==> config.mk <==
export PLATFORM = sky130hd
export DESIGN_NAME = bus_hold_ctrl
export DESIGN_NICKNAME = d
export VERILOG_FILES = /design/src/rtl/bus_hold_pkg.sv /design/src/rtl/bh_sync.sv /design/src/rtl/bh_req_fsm.sv /design/src/rtl/bh_dm_suspend.sv /design/src/rtl/bh_page_det.sv /design/src/rtl/bus_hold_ctrl.sv
export SDC_FILE = /design/constraint.sdc
export NUM_CORES = 1
export LEC_CHECK = 0
export ABC_AREA = 1
export BUFFER_PORTS_ARGS = -buffer_cell sky130_fd_sc_hd__buf_2
export CAP_MARGIN = 15
export CORE_ASPECT_RATIO = 1.25
export CORE_MARGIN = 2
export CORE_UTILIZATION = 48
export CTS_CLUSTER_SIZE = 20
export DETAILED_ROUTE_END_ITERATION = 10
export HOLD_SLACK_MARGIN = 0.12
export PLACE_DENSITY_LB_ADDON = 0.3
export SLEW_MARGIN = 40
export SYNTH_ARGS = -nofsm -noshare
export SYNTH_HDL_FRONTEND = slang
export SYNTH_SLANG_ARGS = --single-unit
==> constraint.sdc <==
create_clock -name clk_i -period 1.6 [get_ports clk_i]
set_clock_uncertainty 0.2 [all_clocks]
set_input_delay 0.32 -clock clk_i [delete_from_list [all_inputs] [get_ports clk_i]]
set_output_delay 0.32 -clock clk_i [all_outputs]
set_load 0.02 [all_outputs]
==> src/rtl/bus_hold_pkg.sv <==
package bus_hold_pkg;
  localparam int unsigned OE_W = 4;  // address, data, select, strobe

  typedef enum logic [1:0] {
    REQ_IDLE  = 2'd0,
    REQ_FLOAT = 2'd1,
    REQ_GRANT = 2'd2
  } req_st_e;
endpackage

==> src/rtl/bh_sync.sv <==
module bh_sync #(
  parameter int unsigned WIDTH = 1
) (
  input  logic             clk_i,
  input  logic             rst_ni,
  input  logic [WIDTH-1:0] d_i,
  output logic [WIDTH-1:0] q_o
);
  for (genvar g = 0; g < WIDTH; g++) begin : g_bit
    logic s1_q, s2_q;
    always_ff @(posedge clk_i or negedge rst_ni) begin
      if (!rst_ni) begin
        s1_q <= 1'b0;
        s2_q <= 1'b0;
      end else begin
        s1_q <= d_i[g];
        s2_q <= s1_q;
      end
    end
    assign q_o[g] = s2_q;
  end
endmodule

==> src/rtl/bh_req_fsm.sv <==
module bh_req_fsm
  import bus_hold_pkg::*;
(
  input  logic clk_i,
  input  logic rst_ni,
  input  logic req_i,
  input  logic cyc_end_i,
  output logic float_o,
  output logic grant_o
);
  req_st_e st_q, st_d;

  always_comb begin
    st_d = st_q;
    unique case (st_q)
      REQ_IDLE:  if (req_i && cyc_end_i) st_d = REQ_FLOAT;
      REQ_FLOAT: st_d = req_i ? REQ_GRANT : REQ_IDLE;
      REQ_GRANT: if (!req_i) st_d = REQ_IDLE;
      default:   st_d = REQ_IDLE;
    endcase
  end

  always_ff @(posedge clk_i or negedge rst_ni) begin
    if (!rst_ni) st_q <= REQ_IDLE;
    else         st_q <= st_d;
  end

  assign float_o = (st_q != REQ_IDLE);
  assign grant_o = (st_q == REQ_GRANT);
endmodule

==> src/rtl/bh_dm_suspend.sv <==
module bh_dm_suspend (
  input  logic clk_i,
  input  logic rst_ni,
  input  logic hiz_i,
  input  logic acc_i,
  input  logic ack_i,
  output logic halt_o
);
  logic susp_q;

  // freeze on three-state during an access; complete only after a post-release ack
  always_ff @(posedge clk_i or negedge rst_ni) begin
    if (!rst_ni)              susp_q <= 1'b0;
    else if (hiz_i && acc_i)  susp_q <= 1'b1;
    else if (!hiz_i && ack_i) susp_q <= 1'b0;
  end

  assign halt_o = susp_q || (hiz_i && acc_i);
endmodule

==> src/rtl/bh_page_det.sv <==
module bh_page_det #(
  parameter int unsigned AW        = 16,
  parameter int unsigned SW        = $clog2(AW),
  parameter int unsigned SH_RESET  = 8
) (
  input  logic          clk_i,
  input  logic          rst_ni,
  input  logic          start_i,
  input  logic [AW-1:0] addr_i,
  input  logic          sh_wr_i,
  input  logic [SW-1:0] sh_i,
  output logic          cross_o
);
  logic [SW-1:0] sh_q;
  logic [AW-1:0] last_q;
  logic          seen_q;
  logic          cross_q;
  logic          differ;

  assign differ = ((addr_i ^ last_q) >> sh_q) != '0;

  always_ff @(posedge clk_i or negedge rst_ni) begin
    if (!rst_ni) begin
      sh_q    <= SW'(SH_RESET);
      last_q  <= '0;
      seen_q  <= 1'b0;
      cross_q <= 1'b0;
    end else begin
      if (sh_wr_i) sh_q <= sh_i;
      cross_q <= start_i && seen_q && differ;
      if (start_i) begin
        last_q <= addr_i;
        seen_q <= 1'b1;
      end
    end
  end

  assign cross_o = cross_q;
endmodule

==> src/rtl/bus_hold_ctrl.sv <==
module bus_hold_ctrl
  import bus_hold_pkg::*;
#(
  parameter int unsigned AW       = 16,
  parameter int unsigned SW       = $clog2(AW),
  parameter int unsigned SH_RESET = 8
) (
  input  logic            clk_i,
  input  logic            rst_ni,
  input  logic            bus_req_ni,
  input  logic            dm_hiz_ni,
  input  logic            cyc_end_i,
  input  logic            dm_acc_i,
  input  logic            dm_ack_i,
  input  logic            dm_acc_start_i,
  input  logic [AW-1:0]   dm_addr_i,
  input  logic            pg_wr_i,
  input  logic [SW-1:0]   pg_sh_i,
  output logic [OE_W-1:0] pm_oe_o,
  output logic [OE_W-1:0] dm_oe_o,
  output logic            core_halt_o,
  output logic            bus_grant_no,
  output logic            page_cross_o
);
  logic [1:0] raw, synced;
  logic       req_s, hiz_s;
  logic       req_float, req_grant, dm_halt;

  assign raw = {~dm_hiz_ni, ~bus_req_ni};

  bh_sync #(.WIDTH(2)) u_sync (
    .clk_i (clk_i),
    .rst_ni(rst_ni),
    .d_i   (raw),
    .q_o   (synced)
  );
  assign req_s = synced[0];
  assign hiz_s = synced[1];

  bh_req_fsm u_req (
    .clk_i    (clk_i),
    .rst_ni   (rst_ni),
    .req_i    (req_s),
    .cyc_end_i(cyc_end_i),
    .float_o  (req_float),
    .grant_o  (req_grant)
  );

  bh_dm_suspend u_susp (
    .clk_i (clk_i),
    .rst_ni(rst_ni),
    .hiz_i (hiz_s),
    .acc_i (dm_acc_i),
    .ack_i (dm_ack_i),
    .halt_o(dm_halt)
  );

  bh_page_det #(.AW(AW), .SW(SW), .SH_RESET(SH_RESET)) u_page (
    .clk_i  (clk_i),
    .rst_ni (rst_ni),
    .start_i(dm_acc_start_i),
    .addr_i (dm_addr_i),
    .sh_wr_i(pg_wr_i),
    .sh_i   (pg_sh_i),
    .cross_o(page_cross_o)
  );

  assign pm_oe_o      = {OE_W{~req_float}};
  assign dm_oe_o      = {OE_W{~(req_float || hiz_s)}};
  assign core_halt_o  = req_float || dm_halt;
  assign bus_grant_no = ~req_grant;
endmodule

# [Word level (Yosys, flattened, before mapping)]
# Cells that the tools add are included.
[totals] regBits=29 input_bits=29 word_cells=41
[classes] n_eq_ne=4 shift=1 mux=6 bitwise_logic=6 reduce_logical=14
[ops] cell="nonzero test 16 bit" n=1
[ops] cell=">> shifter 16 x 4 -> 16 bit" n=1
[ops] cell="XOR 16 bit" n=1
[ops] cell="2-to-1 mux 2 bit" n=3
[ops] cell="one-hot mux 2 bit (3 select lines)" n=1
[ops] cell="logical AND 1 bit" n=5
[ops] cell="inverter 1 bit" n=5
[ops] cell="nonzero test 2 bit" n=2
[ops] cell="logical OR 1 bit" n=3
[ops] cell="equality test 2 x 1 -> 1 bit, second input constant" n=1
[ops] cell="equality test 2 bit, second input constant" n=1
[ops] cell="logical NOT 2 bit" n=1
[ops] cell="2-to-1 mux 1 bit" n=2
[ops] cell="inequality test 2 x 1 -> 1 bit, second input constant" n=1
[ops] cell="inequality test 2 bit, second input constant" n=1
[ops] cell="AND reduction 2 bit" n=1
[ops] cell="logical NOT 1 bit" n=1

# [Depth between registers and ports, before layout]
[depth] depth_word=4 ltp_mapped=12 mapped_depth_nobuf=12

# [Hierarchy]
# A second synthesis with hierarchy kept.
[unflattened] cells_unflattened=243 area_unflattened_um2=1712.9
[modules_own_cells] module="bh_page_det" n_inst=1 cells_per_inst=205 area_per_inst_um2=1378.8
[modules_own_cells] module="bh_sync" n_inst=1 cells_per_inst=6 area_per_inst_um2=115.1
[modules_own_cells] module="bh_req_fsm" n_inst=1 cells_per_inst=11 area_per_inst_um2=91.3
[modules_own_cells] module="bus_hold_ctrl" n_inst=1 cells_per_inst=13 area_per_inst_um2=73.8
[modules_own_cells] module="bh_dm_suspend" n_inst=1 cells_per_inst=8 area_per_inst_um2=53.8

# [Worst setup path after synthesis]
# Ideal clock, no wire load.
[synth_timing] path_kind="register to output" from="register u_req.st_q[1]" to="output dm_oe_o[1]" arrival_time_ps=1345 required_ps=1080 path_slack_ps=-265 stages_incl_launch_ff=5 path_buffers=1 path_cell_list="dfrtp_1 -> nor2_1 -> inv_1 -> nor2_1 -> buf_4"
[synth_via] elab_chain_cells=3
[synth_lines] element="start: declaration" line="bh_req_fsm.sv:11" rtl="req_st_e st_q, st_d;"
[synth_lines] element="start signal: assignment" line="bh_req_fsm.sv:25" rtl="else st_q <= st_d;"
[synth_lines] element="nonzero test 2 bit" line="bh_req_fsm.sv:28" rtl="assign float_o = (st_q != REQ_IDLE);"
[synth_lines] element="logical OR 1 bit" line="bus_hold_ctrl.sv:69" rtl="assign dm_oe_o = {OE_W{~(req_float || hiz_s)}};"
[synth_lines] element="inverter 1 bit" line="bus_hold_ctrl.sv:69"
[synth_lines] element="end: declaration" line="bus_hold_ctrl.sv:20" rtl="output logic [OE_W-1:0] dm_oe_o,"
# No other way between the ends.

# [Worst setup path after layout]
[layout_timing] from="register u_req.st_q[1]" to="output dm_oe_o[0]"
# Same word-level chain as after synthesis.

==> impl_results.md <==
- Fin. max-slew vios: 0
- Later-pin clock latency in the skew report: roughly 0.28 ns
- Cell Area, Synth: 0.00168 mm^2
- Largest net degree at the start of global routing: 19
- #FFs+latches synth: 29
- Synth Area in Simple Gates: 32.7%
- Pwr/cell area: 843 mW/mm^2
- Failing checks: setup timing
- Iter 0 DRT Violations: 48
- DR pass1 iterations: 4
- Worst-path fanout max: 4
- First-pass GRT wire length: 6400 um
- H-Tree Level Count: 2
- Vias: between 1,500 and 2,000
- Final Wtd Congestion: 0.862
- Slew headroom: 77.9%
- Post-Syn Instances: 237
- CTS Buffer Depth: 2
- I/O pin count: 40
- Gr ovfl total: 0
- Worst setup SP type: flip-flop
- Fin crit share: 103%
- Multiplexer area fraction after synthesis: 0%
- Worst slack at placement: -0.0313 ns
- CTS Sinks: 29
- P_leak: ~1.2 nW
- Finish-stage setup viols: 9
- Min Tclk post-route: 1.65 ns
- Total power: 0.00196 W
- Post-Place Cell Area: 0.00191 mm^2
- EDFF count, synth: 0
- Met2 WL: ~1800 um
- CTS Root Cell: clkbuf_8
- Status: finished, violations left
- Nets: 334
- Critical path class: flip-flop to output pin
- Design Area, Final: 0.00232 mm^2
- Fraction of registers with async set or reset after synthesis: 100%
- Register area share after synthesis: 43.3%
- P&R area growth vs syn: 38.3%
- Top Metal Used: met4
- Reg clk slew, reported paths: around 0.06 ns
- Area contributors post-synth: dfrtp_1 42%, nand2_1 23%, nand3_1 6.6%
- Metal3 WL: 128 um
- Largest family of logic cells by synthesized area: simple AND/OR/NAND/NOR gates
- Top-count cell post-synth: nand2_1
- RSZ-0062 raised after global routing: yes
- Fmax: slightly above 600 MHz
- Adder-Cell Fraction of Synth Area: 0%
- Synth cell types: 23
- CTS buffer count: 5
- CTS tree: built
- Most frequent cells after synthesis: 101 x nand2_1, 28 x dfrtp_1, 24 x inv_1
- Sum Neg Setup Slack: -0.222 ns
- IO Port Bufs: 39
- Final WL: 3520 um
- Compound-Gate Fraction of Synth Area: under 10%
- M1 WL: 1510 um
- Post-synthesis xor/xnor area fraction: 4.18%
- Worst setup EP type: output pin
- Antenna Nets Post-Route: 0
- Drt wl/cell: 10.2 um
- Post-route setup slack: -0.0497 ns
- Syn nets: 266
- Die width: 56.9 um
- Antenna violations before repair: 0
- Worst slew pin tran: between 0.3 and 0.4 ns
- Ant diodes: 0
- Post-synth top area cell: dfrtp_1
- Num rows: 24
- Number of vias per cell: roughly 4.8
- Worst hold slack: roughly 0.13 ns
- Peak VDD IR: 0.000741 V
- Die span in y: 70.1 um
- Core Footprint: 0.00342 mm^2
- Top cell type's share of synthesized area: 41.8%
- Vias in the first global route: 1,530
- Crit path DAT: 1.13 ns
- Final hold vios: 0
- Die Area: 0.00399 mm^2
- Synthesized area per cell: 7.08 um^2
- Initial core utilization: approximately half
- Worst path required time: 1.08 ns
- # Max-Cap Violations: 0
- Top_reg_cell synth: dfrtp_1
- Hold Crit Class: input pin to flip-flop
- Post-route DRC: 0
- Share of post-route cells with drive strength above 1: ~23%
- DPL Wire Length: 2500 um
- Yosys Warn Count: 0
- GRT Total Usage: 20.4%
[area by class of cell]
class                      count  area [um^2]
fill                         306         1100
multi-input combinational    168          768
sequential                    29          727
timing repair buffer          75          583
inverter                      26          110
clock buffer                   6         72.6
tap                           39         48.8
clock inverter                 2         10.0
[metrics by stage]
stage,cells,util (%)
floorplan,237,-
global placement,308,55.7
detailed placement,308,55.7
CTS,343,67.0
global route,345,67.8
finish,345,67.8
[worst max-delay path: stages (launching register included)]
cell	delay, ns
dfrtp_1	0.38
nor2_2	0.14
inv_2	0.06
nor2_4	0.11
buf_4	0.16
[sequential cells by signal, indices dropped and copies added, names as in the netlist]
| name | cells |
|---|---|
| u_page.last_q | 16 |
| u_page.seen_q | 1 |
| u_page.sh_q | 4 |
| u_sync.g_bit.s1_q | 2 |
| u_page.cross_o | 1 |
| u_susp.susp_q | 1 |
| u_sync.g_bit.s2_q | 2 |
| u_req.st_q | 2 |
[power breakdown]
| group | internal, W | switching, W |
|---|---|---|
| Combinational | 0.000257 | 0.000297 |
| Sequential | 0.000794 | 0.0000378 |
| Clock | 0.000300 | 0.000269 |
[per-layer routing]
layer  global-route usage [%]  up-vias
met5                        0        -
met4                     8.53        0
met3                     4.63        5
met2                     34.5       30
met1                     24.6      747
li1                         -      864
[what timing repair did]
item                                   4_1_cts  5_1_grt
setup endpoints to repair                   10       10
endpoints found under the hold margin       52        0
hold buffers                                25        0
pin swaps                                    0        1
gates resized for setup                     16        2
buffers inserted                             2        2
[path summary, 6_finish.rpt]
| kind | cells past startpoint | start | endpoint | slack (ns) |
|---|---|---|---|---|
| worst min register to register | 0 | u_sync.g_bit[0].s1_q | u_sync.g_bit[0].s2_q | 0.15 |
| worst max register to register | 11 | u_page.sh_q[0] | u_page.cross_o | 0.04 |
| max in group asynchronous | 3 | rst_ni | u_page.last_q[8] | 0.54 |
| min in group asynchronous | 2 | rst_ni | u_page.last_q[13] | 0.26 |
| worst min-delay path | 4 | dm_ack_i | u_susp.susp_q | 0.13 |
| worst max-delay path | 4 | u_req.st_q[1] | dm_oe_o[0] | -0.05 |
[layout by cell type, fill, tap and decap left out, drive strengths merged]
cell type,synthesis,final
o22ai,1,1
o21ai,18,18
clkinv,1,4
buf,11,50
xor2,2,2
inv,25,24
clkbuf,3,6
or2,1,1
xnor2,6,6
nand2,101,101
nor2,11,11
nand3,23,23
dlygate4sd3,0,25
dfrtp,28,28
a21oi,5,5
dfstp,1,1
[kinds of logic after synthesis]
family,Yosys count
flip-flops,29
buffers and inverters,40
AO/OA/AOI/OAI,24
XOR/XNOR,8
AND/OR/NAND/NOR,136
No activity file was read; power rests on OpenSTA's default activity.
